<file path="src/rtl/prr_pkg.sv">
package prr_pkg;
  typedef enum logic [1:0] {
    PD_IDLE = 2'd0,
    PD_LOW  = 2'd1,
    PD_HIGH = 2'd2
  } perr_st_e;

  localparam int STS_DET  = 0;
  localparam int STS_DATA = 1;
  localparam int STS_N    = 2;
endpackage

</file>
<file path="src/rtl/prr_phase_capture.sv">
module prr_phase_capture #(
  parameter int AD_W = 32,
  parameter int BE_W = 4
) (
  input  logic            clk,
  input  logic            rst_n,
  input  logic [AD_W-1:0] ad_in,
  input  logic [BE_W-1:0] cbe_n_in,
  input  logic            par_in,
  input  logic            irdy_n,
  input  logic            trdy_n,
  output logic            xfer,
  output logic            ph_pend,
  output logic [AD_W-1:0] ph_ad,
  output logic [BE_W-1:0] ph_cbe_n,
  output logic            fwd_valid,
  output logic [AD_W-1:0] fwd_ad,
  output logic [BE_W-1:0] fwd_cbe_n,
  output logic            fwd_par
);
  assign xfer = !irdy_n && !trdy_n;

  always_ff @(posedge clk or negedge rst_n) begin
    if (!rst_n) begin
      ph_pend   <= 1'b0;
      ph_ad     <= '0;
      ph_cbe_n  <= '0;
      fwd_valid <= 1'b0;
      fwd_ad    <= '0;
      fwd_cbe_n <= '0;
      fwd_par   <= 1'b0;
    end else begin
      ph_pend   <= xfer;
      if (xfer) begin
        ph_ad    <= ad_in;
        ph_cbe_n <= cbe_n_in;
      end
      fwd_valid <= ph_pend;
      if (ph_pend) begin
        fwd_ad    <= ph_ad;
        fwd_cbe_n <= ph_cbe_n;
        fwd_par   <= par_in;
      end
    end
  end

  // data and byte enables forwarded unchanged two edges after transfer
  assert_fwd_copy_R8: assert property (@(posedge clk) disable iff (!rst_n)
    xfer |=> ##1 (fwd_valid && fwd_ad == $past(ad_in, 2) && fwd_cbe_n == $past(cbe_n_in, 2)));
  // received parity forwarded unchanged
  assert_fwd_par_R8: assert property (@(posedge clk) disable iff (!rst_n)
    ph_pend |=> (fwd_par == $past(par_in)));
  // no transfer, nothing forwarded
  assert_no_fwd_idle_R2: assert property (@(posedge clk) disable iff (!rst_n)
    !xfer |=> ##1 !fwd_valid);
endmodule

</file>
<file path="src/rtl/prr_parity_check.sv">
module prr_parity_check #(
  parameter int AD_W = 32,
  parameter int BE_W = 4
) (
  input  logic            ph_pend,
  input  logic [AD_W-1:0] ph_ad,
  input  logic [BE_W-1:0] ph_cbe_n,
  input  logic            par_in,
  output logic            chk_err
);
  function automatic logic odd_fold(input logic [AD_W-1:0] a,
                                    input logic [BE_W-1:0] b,
                                    input logic p);
    return ^{a, b, p};
  endfunction

  assign chk_err = ph_pend && odd_fold(ph_ad, ph_cbe_n, par_in);
endmodule

</file>
<file path="src/rtl/prr_perr_drive.sv">
module prr_perr_drive
  import prr_pkg::*;
(
  input  logic clk,
  input  logic rst_n,
  input  logic err_en,
  output logic perr_n_o,
  output logic perr_oe
);
  perr_st_e st_q, st_d;

  always_comb begin
    if (err_en)              st_d = PD_LOW;
    else if (st_q == PD_LOW) st_d = PD_HIGH;
    else                     st_d = PD_IDLE;
  end

  always_ff @(posedge clk or negedge rst_n) begin
    if (!rst_n) st_q <= PD_IDLE;
    else        st_q <= st_d;
  end

  assign perr_n_o = (st_q != PD_LOW);
  assign perr_oe  = (st_q != PD_IDLE);

  // low is always driven
  assert_low_driven_R4: assert property (@(posedge clk) disable iff (!rst_n)
    !perr_n_o |-> perr_oe);
  // a lone low is followed by a driven high
  assert_high_after_low_R4: assert property (@(posedge clk) disable iff (!rst_n)
    (!perr_n_o && !err_en) |=> (perr_n_o && perr_oe));
  // driven high is followed by release
  assert_release_R4: assert property (@(posedge clk) disable iff (!rst_n)
    (perr_n_o && perr_oe && !err_en) |=> !perr_oe);
endmodule

</file>
<file path="src/rtl/prr_status_bits.sv">
module prr_status_bits #(
  parameter int N_BITS = 2
) (
  input  logic              clk,
  input  logic              rst_n,
  input  logic [N_BITS-1:0] set_vec,
  input  logic [N_BITS-1:0] clr_vec,
  output logic [N_BITS-1:0] sts_vec
);
  for (genvar i = 0; i < N_BITS; i++) begin : g_bit
    always_ff @(posedge clk or negedge rst_n) begin
      if (!rst_n)          sts_vec[i] <= 1'b0;
      else if (set_vec[i]) sts_vec[i] <= 1'b1;
      else if (clr_vec[i]) sts_vec[i] <= 1'b0;
    end

    // a new event wins over a simultaneous clear
    assert_set_wins_R7: assert property (@(posedge clk) disable iff (!rst_n)
      set_vec[i] |=> sts_vec[i]);
    // a clear with no event empties the bit
    assert_clear_R7: assert property (@(posedge clk) disable iff (!rst_n)
      (clr_vec[i] && !set_vec[i]) |=> !sts_vec[i]);
  end
endmodule

</file>
<file path="src/rtl/prr_read_parity_reporter.sv">
module prr_read_parity_reporter
  import prr_pkg::*;
#(
  parameter int AD_W = 32
) (
  input  logic            clk,
  input  logic            rst_n,
  input  logic [AD_W-1:0] ad_in,
  input  logic [AD_W/8-1:0] cbe_n_in,
  input  logic            par_in,
  input  logic            irdy_n,
  input  logic            trdy_n,
  input  logic            init_perr_n,
  input  logic            perr_rsp_en,
  input  logic            clr_det_perr,
  input  logic            clr_data_perr,
  output logic            sts_det_perr,
  output logic            sts_data_perr,
  output logic            perr_n_o,
  output logic            perr_oe,
  output logic            fwd_valid,
  output logic [AD_W-1:0] fwd_ad,
  output logic [AD_W/8-1:0] fwd_cbe_n,
  output logic            fwd_par
);
  localparam int BE_W = AD_W / 8;

  logic              xfer;
  logic              ph_pend;
  logic [AD_W-1:0]   ph_ad;
  logic [BE_W-1:0]   ph_cbe_n;
  logic              chk_err;
  logic              err_report;
  logic [STS_N-1:0]  sts_set, sts_clr, sts_q;

  prr_phase_capture #(.AD_W(AD_W), .BE_W(BE_W)) u_cap (
    .clk(clk), .rst_n(rst_n), .ad_in(ad_in), .cbe_n_in(cbe_n_in),
    .par_in(par_in), .irdy_n(irdy_n), .trdy_n(trdy_n), .xfer(xfer),
    .ph_pend(ph_pend), .ph_ad(ph_ad), .ph_cbe_n(ph_cbe_n),
    .fwd_valid(fwd_valid), .fwd_ad(fwd_ad), .fwd_cbe_n(fwd_cbe_n),
    .fwd_par(fwd_par)
  );

  prr_parity_check #(.AD_W(AD_W), .BE_W(BE_W)) u_chk (
    .ph_pend(ph_pend), .ph_ad(ph_ad), .ph_cbe_n(ph_cbe_n),
    .par_in(par_in), .chk_err(chk_err)
  );

  assign err_report = chk_err && perr_rsp_en;

  prr_perr_drive u_drv (
    .clk(clk), .rst_n(rst_n), .err_en(err_report),
    .perr_n_o(perr_n_o), .perr_oe(perr_oe)
  );

  always_comb begin
    sts_set           = '0;
    sts_clr           = '0;
    sts_set[STS_DET]  = chk_err;
    sts_set[STS_DATA] = err_report;
    sts_clr[STS_DET]  = clr_det_perr;
    sts_clr[STS_DATA] = clr_data_perr;
  end

  prr_status_bits #(.N_BITS(STS_N)) u_sts (
    .clk(clk), .rst_n(rst_n), .set_vec(sts_set), .clr_vec(sts_clr),
    .sts_vec(sts_q)
  );

  assign sts_det_perr  = sts_q[STS_DET];
  assign sts_data_perr = sts_q[STS_DATA];

  // reported error drives PERR# low on the next edge
  assert_perr_two_after_R3: assert property (@(posedge clk) disable iff (!rst_n)
    err_report |=> !perr_n_o);
  // PERR# only falls for a reported error
  assert_perr_cause_R3: assert property (@(posedge clk) disable iff (!rst_n)
    $fell(perr_n_o) |-> $past(err_report));
  // every error sets the detected bit
  assert_det_any_R5: assert property (@(posedge clk) disable iff (!rst_n)
    chk_err |=> sts_det_perr);
  // reported bit rises only with the enable set
  assert_dpd_gate_R6: assert property (@(posedge clk) disable iff (!rst_n)
    $rose(sts_data_perr) |-> $past(chk_err && perr_rsp_en));
  // with the enable off an error leaves PERR# high
  assert_quiet_off_R11: assert property (@(posedge clk) disable iff (!rst_n)
    (chk_err && !perr_rsp_en && perr_n_o) |=> perr_n_o);
  // initiator PERR# alone never moves the detected bit
  assert_init_ignored_R9: assert property (@(posedge clk) disable iff (!rst_n)
    (!init_perr_n && !chk_err && !clr_det_perr) |=> $stable(sts_det_perr));
endmodule

</file>
<file path="config.mk">
export PLATFORM = sky130hd
export DESIGN_NAME = prr_read_parity_reporter
export DESIGN_NICKNAME = d
export VERILOG_FILES = /design/src/rtl/prr_pkg.sv /design/src/rtl/prr_phase_capture.sv /design/src/rtl/prr_parity_check.sv /design/src/rtl/prr_perr_drive.sv /design/src/rtl/prr_status_bits.sv /design/src/rtl/prr_read_parity_reporter.sv
export SDC_FILE = /design/constraint.sdc
export NUM_CORES = 1
export LEC_CHECK = 0
export BUFFER_PORTS_ARGS = -buffer_cell sky130_fd_sc_hd__buf_2
export CAP_MARGIN = 0
export CORE_AREA = 2 2 113 104
export DETAILED_ROUTE_END_ITERATION = 16
export DIE_AREA = 0 0 115 106
export GPL_TIMING_DRIVEN = 0
export HOLD_SLACK_MARGIN = 0.1
export PLACE_DENSITY = 0.56
export SLEW_MARGIN = 20
export SYNTH_ARGS = -nofsm -noshare
export SYNTH_HDL_FRONTEND = slang
export SYNTH_SLANG_ARGS = --single-unit
</file>
<file path="constraint.sdc">
create_clock -name clk -period 4.6 [get_ports clk]
set_input_delay 0.46 -clock clk [delete_from_list [all_inputs] [get_ports clk]]
set_output_delay 0.46 -clock clk [all_outputs]
set_load 0.05 [all_outputs]
</file>
# After elaboration in Yosys (flattened, before gate mapping)
# Index checks and enable logic that the tools add are counted.
[classes] n_eq_ne=2 mux=6 n_reduce_logical=9
[ops] cell="$reduce_xor 37->1" n=1
[ops] cell="$reduce_bool 2->1" n=3
[ops] cell="$mux 1" n=4
[ops] cell="$mux 2" n=2
[ops] cell="$logic_and 1x1->1" n=3
[ops] cell="$eq 2x1->1 const B" n=1
[ops] cell="$logic_not 1->1" n=2
[ops] cell="$ne 2x1->1 const B" n=1
[totals] inputBits=45 regBits=79 elab_cells=27 out_inout_bits=42

# Longest topological paths before layout
[logic_depth] depth_word=4 mapped_depth=6 mapped_depth_nobuf=6

# By module
# A second synthesis with hierarchy kept.
[unflattened] cells_unflattened=202 area_unflattened_um2=3427.0
[by_module_without_submodules] mod="prr_phase_capture" area_per_inst_um2=2926.6 cells_each=156 n_inst=1 seq_area_each_um2=1876.8
[by_module_without_submodules] mod="prr_parity_check" area_per_inst_um2=346.6 cells_each=34 n_inst=1 seq_area_each_um2=0.0
[by_module_without_submodules] mod="prr_perr_drive" area_per_inst_um2=75.1 cells_each=5 n_inst=1 seq_area_each_um2=50.0
[by_module_without_submodules] mod="prr_status_bits" area_per_inst_um2=72.6 cells_each=6 n_inst=1 seq_area_each_um2=50.0
[by_module_without_submodules] mod="prr_read_parity_reporter" area_per_inst_um2=6.3 cells_each=1 n_inst=1 seq_area_each_um2=0.0

# Worst setup path before layout
# No wires, ideal clock.
[synth_path] path_type="input -> register" startpoint="input trdy_n" endpoint="register u_cap.ph_ad[10]" required_ps=4475 arrival_time_ps=1634 path_buffers=1 stages=3 setup_slack_ps=2841 setup_time_ps=125 cell_sequence="nor2_1 clkbuf_1 mux2_2"
[synth_via] elab_chain_len=2
[synth_rtl] element="start, declared" line="prr_read_parity_reporter.sv:12" source="input logic trdy_n,"
[synth_rtl] element="$logic_not 1->1" line="prr_phase_capture.sv:21" source="assign xfer = !irdy_n && !trdy_n;"
[synth_rtl] element="$logic_and 1x1->1" line="prr_phase_capture.sv:21"
[synth_rtl] element="end signal, assigned" line="prr_phase_capture.sv:35" source="ph_ad <= ad_in;"
[synth_rtl] element="end, declared" line="prr_phase_capture.sv:14" source="output logic [AD_W-1:0] ph_ad,"
# Every way passes these cells.
# A chain may end at the register's enable or synchronous reset.

# Worst setup path in the final report
[layout_path] startpoint="input trdy_n" endpoint="register u_cap.ph_ad[26]"
[layout_via] elab_chain_len=2
[layout_rtl] element="$logic_not 1->1" line="prr_phase_capture.sv:21"
[layout_rtl] element="$logic_and 1x1->1" line="prr_phase_capture.sv:21"
[layout_rtl] element="net u_cap.xfer" line="prr_phase_capture.sv:12" source="output logic xfer,"
# The timed path passes the listed nets, and every way through them passes these cells.

==> run summary <==
area grow syn2layout = 28.7%
critical path class = in2reg
Hold Fails Final Rpt = 0
H-tree levels = 3
R2R Setup Slk = 2620 ps
Combinational Power Share = 36.8%
Data required, critical path = 4810 ps
post_cts resized = 0
non-filler cells, final = 441
CTS tree = built
Leak Pwr = 1.90 nW
synth warn = 0
initial core utilization = 29.1%
Post-Route Setup TNS = 0 ps
# Max-Cap Violations = 0
routability cong. = 0.669
drt total wl = 6330 µm
Simple-Gate Fraction of Synth Area = 1.01%
Sw Share = 35.4%
Adder-Cell Fraction of Synth Area = 0%
vias post-DR = 1919
Initial DRC Count = 33
CTS Root Cell = clkbuf_16
IO Pins = 87
vias in the first global route = 2050
setup bufs post-CTS = 0
clock sinks = 79
Finish-stage setup viols = 0
Power Dens Cells = 614 nW/µm²
initial antenna violation count = 0
HPWL after DPL = 4590 µm
GR Util All Layers = 11.2%
status = complete, no violations
largest net degree at the start of global routing = 46
Synth Instances = 202
Die Ht = 106 µm
post-cts hold buffer count = 1
total congestion overflow = 0
critical path launch point type = input port
Seq/Total Area, Yosys = 61.2%
sequential share of power = 35.8%
Max VDD drop = 0.218 mV
main combinational cell family by area after synthesis = multiplexers
Final Power = 2.55 mW
power share of the clock group = 27.4%
most common cell after layout, fill and taps aside = buf_2
worst hold path class = in2reg
worst rel slew slack = 34.9%
wire per inst = 14.4 µm
P_sw = 0.904 mW
post-synth top area share = 61.2%
crit path max fanout = 10
Fillers = 1097
Detail Route Antenna Nets = 0
Area contributors post-synth = dfrtp_1, mux2_2, xnor2_1
Post-Synth XOR/XNOR Area = 10.4%
Slew Limit Fails = 0
Synth Area in Compound Gates = 0.503%
die width = 115 µm
# rows = 37
worst-skew pair later-pin latency = 330 ps
clock slew seen by the registers of the worst setup and hold paths = 60 ps
Mapped Area = 3230 µm²
skew final = 4.97 ps
period utilization = 44.3%
Core Region = 11100 µm²
die area = 12200 µm²
actual slew at the worst max-slew pin = 973 ps
first-pass GRT wire length = 10300 µm
RSZ-0062 raised after global routing = false
multiplexer area fraction after synthesis = 25.9%
Post-route DRC = 0
minimum clock period = 2040 ps
Worst Path Arrival = 2250 ps
1st-pass router iterations = 4
Synth Register Bits = 79
commonest cells after routing, fill and taps aside = buf_2, dfrtp_1, mux2_2
Via density = 4.35
Max clock buf depth = 2
Nets = 345
Distinct cells, synth = 16
synthesized area per cell = 16.0 µm²
Antenna Cells = 0
Synth Net Count = 247
dpl cells = 424
P_int = 1.65 mW
share of post-route cells with drive strength above 1 = 57.4%
area leader, netlist = dfrtp_1
crit end category = flop
CTS Buf Count = 9
maximum clock rate = 490 MHz
PortBufs = 85
synth_stat cells:
master and n:
mux2_2 73, nand3_1 1, a22o_1 1, a21o_1 1, mux2i_2 1, nand3b_1 1
buf_1 3, nand2b_1 1, xnor2_1 24, dfrtp_1 79, clkbuf_1 4, xor2_1 4
inv_1 2, nor2_1 2, or2_2 1, xnor3_1 4
layer usage:
| layer | vias to the layer above | track usage (%) | share of wire (%) |
|---|---|---|---|
| li1 | 894 | - | - |
| met1 | 969 | 14.0 | 46 |
| met2 | 46 | 17.7 | 48 |
| met3 | 10 | 3.88 | 4.7 |
| met4 | 0 | 4.39 | 1.8 |
| met5 | - | 0 | 0 |
critical path, cell delays in order:
cell and delay (ps):
buf_2 100, nor2_1 730, clkbuf_1 550, mux2_2 400
kinds of logic (layout without fill, tap and decap cells):
logic type      Yosys count  count (layout)
compound gates            2               2
xor+xnor                 32              32
buf+inv                   9             112
flops                    79              79
mux                      74              74
simple gates              6               6
through the flow:
stage | utilization (%) | area [µm²] | hold slack, ps | setup slack (ps)
2_1_floorplan | - | 3230 | 164 | 2840
6_report | 37.4 | 4160 | 359 | 2560
5_1_grt | 37.4 | 4160 | 351 | 2390
4_1_cts | 37.4 | 4160 | 344 | 2470
3_3_place_gp | 34.4 | 3830 | 447 | 2090
3_5_place_dp | 34.7 | 3860 | 444 | 2120
worst paths after layout:
path,cells after the start,to,from
worst max-delay path,4,u_cap.ph_ad[26]$_DFFE_PN0P_,trdy_n
worst min register to register,0,u_cap.fwd_valid$_DFF_PN0_,u_cap.ph_pend$_DFF_PN0_
max in group asynchronous,3,u_cap.ph_cbe_n[3]$_DFFE_PN0P_,rst_n
min in group asynchronous,2,u_cap.fwd_ad[17]$_DFFE_PN0P_,rst_n
worst min-delay path,2,u_cap.ph_ad[25]$_DFFE_PN0P_,ad_in[25]
worst max register to register,6,u_sts.sts_vec[1]$_DFFE_PN0P_,u_cap.ph_ad[13]$_DFFE_PN0P_
power by group through the flow:
stage	clock network [mW]	registers, mW	logic, mW
finish	0.699	0.913	0.940
global route	0.747	0.933	1.01
CTS	0.722	0.917	0.958
detailed placement	0	0.929	0.957
global placement	0	0.922	0.950
floorplan	0	1.21	0.445
sequential cells by signal, summed over array words and instances, names as in the netlist:
register,cells
u_drv.st_q,2
u_cap.fwd_cbe_n,4
u_cap.ph_cbe_n,4
u_cap.fwd_valid,1
u_cap.fwd_ad,32
u_cap.fwd_par,1
u_sts.sts_vec,2
u_cap.ph_ad,32
u_cap.ph_pend,1
cell type report:
class,count,area [µm²],share of cell area (%)
multi-input combinational,114,1220,29.3
sequential,79,1980,47.5
clock inverter,4,45.0,1.08
timing repair buffer,87,465,11.2
tap,136,170,4.09
inverter,2,7.51,0.181
clock buffer,12,246,5.93
buffer,7,26.3,0.632
(Power assumes the default switching activity.)
